**src/rtl/pcx_pkg.sv**
```systemverilog
package pcx_pkg;
  localparam int BLK_W = 128;
  typedef logic [BLK_W-1:0] blk_t;

  // counter plus offset, carry in the top bit
  function automatic logic [BLK_W:0] ctr_add(blk_t base, int unsigned off);
    return {1'b0, base} + (BLK_W+1)'(off);
  endfunction

  function automatic blk_t mix_slice(blk_t data, blk_t ks);
    return data ^ ks;
  endfunction
endpackage

```
**src/rtl/pcx_ctr_base.sv**
```systemverilog
module pcx_ctr_base
  import pcx_pkg::*;
#(
  parameter int STEP = 3
) (
  input  logic clk,
  input  logic rst_n,
  input  logic ld_fire,
  input  blk_t ld_val,
  input  logic adv,
  output blk_t base,
  output logic wrap
);
  logic [BLK_W:0] nxt;
  assign nxt = ctr_add(base, STEP);

  always_ff @(posedge clk) begin
    if (!rst_n) begin
      base <= '0;
      wrap <= 1'b0;
    end else if (ld_fire) begin
      base <= ld_val;
      wrap <= 1'b0;
    end else if (adv) begin
      base <= nxt[BLK_W-1:0];
      if (nxt[BLK_W]) wrap <= 1'b1;
    end
  end

  // each advance moves the counter on by STEP, modulo 2^128
  a_r2_step: assert property (@(posedge clk) disable iff (!rst_n)
    adv && !ld_fire |=> base == $past(base) + BLK_W'(STEP));
  // wrap flag is sticky until a load
  a_r7_sticky: assert property (@(posedge clk) disable iff (!rst_n)
    wrap && !ld_fire |=> wrap);
  // a carrying advance raises the flag
  a_r7_set: assert property (@(posedge clk) disable iff (!rst_n)
    adv && !ld_fire && ($countones(base) == BLK_W) |=> wrap);
endmodule

```
**src/rtl/pcx_lane.sv**
```systemverilog
module pcx_lane
  import pcx_pkg::*;
(
  input  logic clk,
  input  logic rst_n,
  input  blk_t ctr,
  input  logic go,
  input  logic clr,
  output logic req,
  output blk_t req_ctr,
  input  logic ack,
  input  blk_t ks_in,
  output logic have,
  output blk_t ks
);
  logic pend;
  logic got;

  assign req     = pend;
  assign req_ctr = ctr;
  assign got     = pend && ack;

  always_ff @(posedge clk) begin
    if (!rst_n) begin
      pend <= 1'b0;
      have <= 1'b0;
      ks   <= '0;
    end else if (clr) begin
      have <= 1'b0;
    end else if (got) begin
      pend <= 1'b0;
      have <= 1'b1;
      ks   <= ks_in;
    end else if (!pend && !have && go) begin
      pend <= 1'b1;
    end
  end

  // a raised request and its counter hold until acknowledged
  a_r4_req_hold: assert property (@(posedge clk) disable iff (!rst_n)
    req && !ack |=> req && $stable(req_ctr));
  // keystream only becomes available through an acknowledge
  a_r5_have_src: assert property (@(posedge clk) disable iff (!rst_n)
    !have && !got |=> !have);
endmodule

```
**src/rtl/pcx_cell_xor.sv**
```systemverilog
module pcx_cell_xor
  import pcx_pkg::*;
#(
  parameter int LANES = 3,
  localparam int CELL_W = BLK_W * LANES
) (
  input  logic              clk,
  input  logic              rst_n,
  input  logic              ld_en,
  input  logic [BLK_W-1:0]  ld_ctr,
  input  logic              in_valid,
  output logic              in_ready,
  input  logic [CELL_W-1:0] in_cell,
  output logic [LANES-1:0]  ks_req,
  output logic [CELL_W-1:0] ks_ctr,
  input  logic [LANES-1:0]  ks_ack,
  input  logic [CELL_W-1:0] ks_data,
  output logic              out_valid,
  input  logic              out_ready,
  output logic [CELL_W-1:0] out_cell,
  output logic              wrap_flag
);
  logic              held;
  logic [CELL_W-1:0] cell_q;
  logic [LANES-1:0]  have_v;
  blk_t              base;
  logic              busy, ld_fire, in_fire, out_fire;

  assign busy      = held || (|ks_req);
  assign ld_fire   = ld_en && !busy;
  assign in_ready  = !held;
  assign in_fire   = in_valid && in_ready;
  assign out_valid = held && (&have_v);
  assign out_fire  = out_valid && out_ready;

  always_ff @(posedge clk) begin
    if (!rst_n) begin
      held   <= 1'b0;
      cell_q <= '0;
    end else if (in_fire) begin
      held   <= 1'b1;
      cell_q <= in_cell;
    end else if (out_fire) begin
      held   <= 1'b0;
    end
  end

  pcx_ctr_base #(.STEP(LANES)) u_base (
    .clk(clk), .rst_n(rst_n), .ld_fire(ld_fire), .ld_val(ld_ctr),
    .adv(out_fire), .base(base), .wrap(wrap_flag)
  );

  for (genvar k = 0; k < LANES; k++) begin : g_lane
    logic [BLK_W:0] sum;
    blk_t           ks_k;
    assign sum = ctr_add(base, k);

    pcx_lane u_lane (
      .clk(clk), .rst_n(rst_n), .ctr(sum[BLK_W-1:0]), .go(!ld_fire),
      .clr(out_fire || ld_fire), .req(ks_req[k]),
      .req_ctr(ks_ctr[k*BLK_W +: BLK_W]), .ack(ks_ack[k]),
      .ks_in(ks_data[k*BLK_W +: BLK_W]), .have(have_v[k]), .ks(ks_k)
    );

    assign out_cell[k*BLK_W +: BLK_W] = mix_slice(cell_q[k*BLK_W +: BLK_W], ks_k);
  end

  // a stalled output keeps its valid and data
  a_r6_hold: assert property (@(posedge clk) disable iff (!rst_n)
    out_valid && !out_ready |=> out_valid && $stable(out_cell));
  // a load while busy leaves the counter alone
  a_r8_ld_ignored: assert property (@(posedge clk) disable iff (!rst_n)
    ld_en && busy && !out_fire |=> $stable(base));
  // no output while any lane still has a request open
  a_r5_no_early: assert property (@(posedge clk) disable iff (!rst_n)
    |ks_req |-> !out_valid);
endmodule

```
**config.mk**
```make
export PLATFORM = sky130hd
export DESIGN_NAME = pcx_cell_xor
export DESIGN_NICKNAME = d
export VERILOG_FILES = /design/src/rtl/pcx_pkg.sv /design/src/rtl/pcx_ctr_base.sv /design/src/rtl/pcx_lane.sv /design/src/rtl/pcx_cell_xor.sv
export SDC_FILE = /design/constraint.sdc
export NUM_CORES = 2
export LEC_CHECK = 0
export BUFFER_PORTS_ARGS = -buffer_cell sky130_fd_sc_hd__clkbuf_2
export CORE_AREA = 2 2 645 647
export DETAILED_ROUTE_END_ITERATION = 8
export DIE_AREA = 0 0 647 649
export PLACE_DENSITY_LB_ADDON = 0.3
export RECOVER_POWER = 50
export SLEW_MARGIN = 20
export SYNTH_ARGS = -nofsm -noshare
export SYNTH_HDL_FRONTEND = slang
export SYNTH_HIERARCHICAL = 1
export SYNTH_SLANG_ARGS = --single-unit
```
**constraint.sdc**
```tcl
create_clock -name clk -period 8.4 [get_ports clk]
set_input_delay 1.26 -clock clk [delete_from_list [all_inputs] [get_ports clk]]
set_output_delay 1.26 -clock clk [all_outputs]
set_load 0.1 [all_outputs]
```
==> flow_summary.json <==
{
  "total_power_uw": 17300,
  "syn_avg_cell_area_um2": 7.94,
  "core_um2": 413000,
  "gp_congestion": 0.972,
  "routed_wl_mm": 382,
  "synth_area_um2": 49800,
  "wl_met1_mm": 150,
  "cts_tree": "built",
  "period_share_pct": 81.2,
  "cp_slowest_stage_delay_ns": 4.32,
  "p_clk_share_pct": 32.5,
  "worst_skew_pair.late_latency_ns": 0.92,
  "intPower_uw": 8850,
  "rsz0062_at_grt": "false",
  "antenna_found_initial": 115,
  "finalClockSkew_ns": 0.0742,
  "vdd_drop_max_v": 0.000237,
  "cp_max_fo": 171,
  "cts.clk_slew.worst_paths_ns": 0.06,
  "wl_per_cell_um": 29.4,
  "synthCells": 6264,
  "p_comb_share_pct": 38.4,
  "io_pins": 1678,
  "fp.dieArea_um2": 420000,
  "drt_iter0_markers": 5184,
  "crit_slowest_cell": "dlymetal6s4s_1",
  "status": "finished with violations",
  "wl_met2_mm": 170,
  "drive_above_1_share_pct": 25.9,
  "grt_max_degree": 185,
  "post_cts_resized": 0,
  "maxCapViolCount": 98,
  "p_sw_uw": 8410,
  "hold_viol_final": 0,
  "overflow": 0,
  "cts_setup_buffers": 0,
  "p_seq_share_pct": 29.2,
  "cts_max_level": 3,
  "leakagePower_uw": 0.0262,
  "clk_path_buf_depth": 4,
  "fmax_ghz": 0.147,
  "grt_usage_pct": 17.3,
  "wl_met3_mm": 51.9,
  "path_cells": "buf_8 -> dlymetal6s4s_1 -> nand2_1 -> o21ai_0",
  "post-route-drc-count": 0,
  "synth_seq_area_share_pct": 36.4,
  "synth_nets": 7171,
  "drtPass1Iterations": 6,
  "violations": "capacitance limit, slew limit",
  "worstSetupPathType": "primary input to register",
  "die_x_um": 647,
  "nNetsFinal": 8289,
  "ant_nets": 0,
  "worst_slew_pin_slew_ns": 6.10,
  "min-delay-path-class": "register to register",
  "initial_core_util_pct": 12.1,
  "route.vias.total": 50900,
  "ctsHoldBuffers": 0,
  "cts-root-buf": "clkbuf_16",
  "cp.arrival_ns": 7.61,
  "synth_warnings": 6,
  "report.final.slew_viol_count": 624,
  "grt_pass1_wl_mm": 486,
  "ys_seq_elements": 904,
  "syn_to_final_growth_pct": 30.8,
  "min_period_ns": 6.82,
  "cp-start-kind": "primary input",
  "num-fill-cells": 47800,
  "grt_pass1_vias": 47900,
  "powerDensity_nw_per_um2": 265,
  "clock-sinks": 904,
  "ys_types": 64,
  "rows": 236,
  "setup_viol": 0,
  "async_flop_share_pct": 0,
  "hold_depth": 2,
  "vias_per_cell": 3.92,
  "synth_edf_count": 0,
  "dr.max_layer_used": "met5",
  "crit_path_end_kind": "register",
  "tns_ns": 0,
  "portBuffers": 1677,
  "reg2reg_depth": 5,
  "cp.required_ns": 9.19,
  "die_h_um": 649,
  "max-slew-margin-rel_pct": -307,
  "netSwitchingFraction_pct": 48.7,
  "post-dp-hpwl_mm": 321,
  "synthFlopType": "dfxtp_1",
  "cts_buffers": 123
}
## final timing paths
kind,to,startpoint,slack [ns]
setup / recovery,g_lane[0].u_lane/ks[15]$_SDFFE_PN0P_,rst_n,1.58
hold / removal,u_base/wrap$_SDFFE_PP0P_,u_base/wrap$_SDFFE_PP0P_,0.45
setup reg to reg,cell_q[360]$_SDFFE_PN0P_,held$_SDFFE_PN0P_,2.13
hold reg to reg,u_base/wrap$_SDFFE_PP0P_,u_base/wrap$_SDFFE_PP0P_,0.45
## synthesized netlist by cell type, types with 8 or more instances
cell / instances / share of area (%)
buf_8: 9 / 0.27
o21ai_0: 374 / 3.8
and4_1: 31 / 0.55
clkbuf_1: 312 / 2.4
or4_1: 21 / 0.32
a31oi_1: 14 / 0.18
xnor2_1: 205 / 3.6
nor2_1: 171 / 1.3
nand4_1: 193 / 2.4
inv_1: 26 / 0.20
nand2b_1: 26 / 0.33
buf_4: 389 / 5.9
or2_2: 8 / 0.10
a21boi_0: 388 / 5.9
clkbuf_2: 13 / 0.13
buf_2: 80 / 0.80
a21oi_1: 66 / 0.66
nor4_2: 9 / 0.23
and3_1: 45 / 0.57
nor2b_1: 8 / 0.10
nor3_1: 109 / 1.1
nor4_1: 104 / 1.3
o21ai_2: 114 / 2.0
xor2_1: 528 / 9.3
buf_1: 16 / 0.12
nand2_1: 1382 / 10
nand3_1: 429 / 4.3
and2_1: 29 / 0.36
or3_1: 26 / 0.33
dfxtp_1: 904 / 36
nand3_2: 120 / 2.4
o211a_1: 21 / 0.42
## sequential cells by signal (all words and copies together), names as in the netlist
name                count
held                    1
g_lane.u_lane/req       3
g_lane.u_lane/have      3
cell_q                384
g_lane.u_lane/ks      384
u_base/wrap             1
u_base/base           128
## area by class of cell
cell class / count / area, um^2 / share of cell area (%)
Sequential cell: 904 / 18100 / 27.8
Clock buffer: 176 / 3550 / 5.45
Multi-Input combinational cell: 4502 / 26600 / 40.9
Antenna cell: 27 / 67.6 / 0.104
Tap cell: 5474 / 6850 / 10.5
Clock inverter: 51 / 662 / 1.02
Timing Repair Buffer: 1825 / 9140 / 14.0
Inverter: 26 / 101 / 0.156
## worst max-delay path, delay by kind of cell
family,cells,cell delay [ns]
simple gates,1,0.87
compound gates,1,0.41
buf+inv,2,4.75
## power by group through the flow
stage	Sequential (uW)	Combinational, uW	Clock [uW]
2_1_floorplan	5030	5040	0
3_3_place_gp	5110	6760	0
3_5_place_dp	5120	6750	0
4_1_cts	5030	6760	5790
5_1_grt	5070	6870	5940
6_report	5030	6620	5610
## placed cells by master, fill, tap and decap left out, drive strengths merged, types with 7 or more instances in the layout
cell type,instances
nand4,196
and3,45
o211a,21
nor2,173
buf,133
nand3,549
xor2,528
clkinv,25
nand2b,26
and2,31
a21oi,66
nor4,114
and4,31
xnor2,205
or3,26
or2,8
nor2b,8
clkbuf,1867
a21boi,388
diode,27
dfxtp,904
nand3b,7
clkinvlp,9
a31oi,14
inv,31
nand2,1382
bufinv,12
o311a,7
o21ai,495
or4,24
nor3,111
## routing by layer
layer | GRT usage [%] | up-vias
met1 | 20.6 | 24900
met4 | 4.09 | 60
met5 | 0 | -
li1 | - | 23100
met2 | 27.3 | 2445
met3 | 8.96 | 451
## metrics by stage
stage	util (%)	instance area [um^2]	hold slack (ns)	setup slack [ns]	instances
after floorplan	-	49800	0.446	4.35	6264
after global placement	14.9	61400	0.450	2.87	12700
after detailed placement	14.9	61400	0.442	2.82	12700
after CTS	15.9	65600	0.452	1.79	13000
after global routing	15.8	65100	0.480	1.28	13000
final	15.8	65100	0.451	1.58	13000
## cell families after synthesis
logic type      Yosys count  synth area share, %
fa+ha+maj                 3               0.0754
mux                       4               0.0855
simple gates           2752                 27.0
compound gates         1010                 13.4
xor+xnor                733                 12.9
flops                   904                 36.4
buf+inv                 858                 10.1
Power figures use the tool's default switching activity.
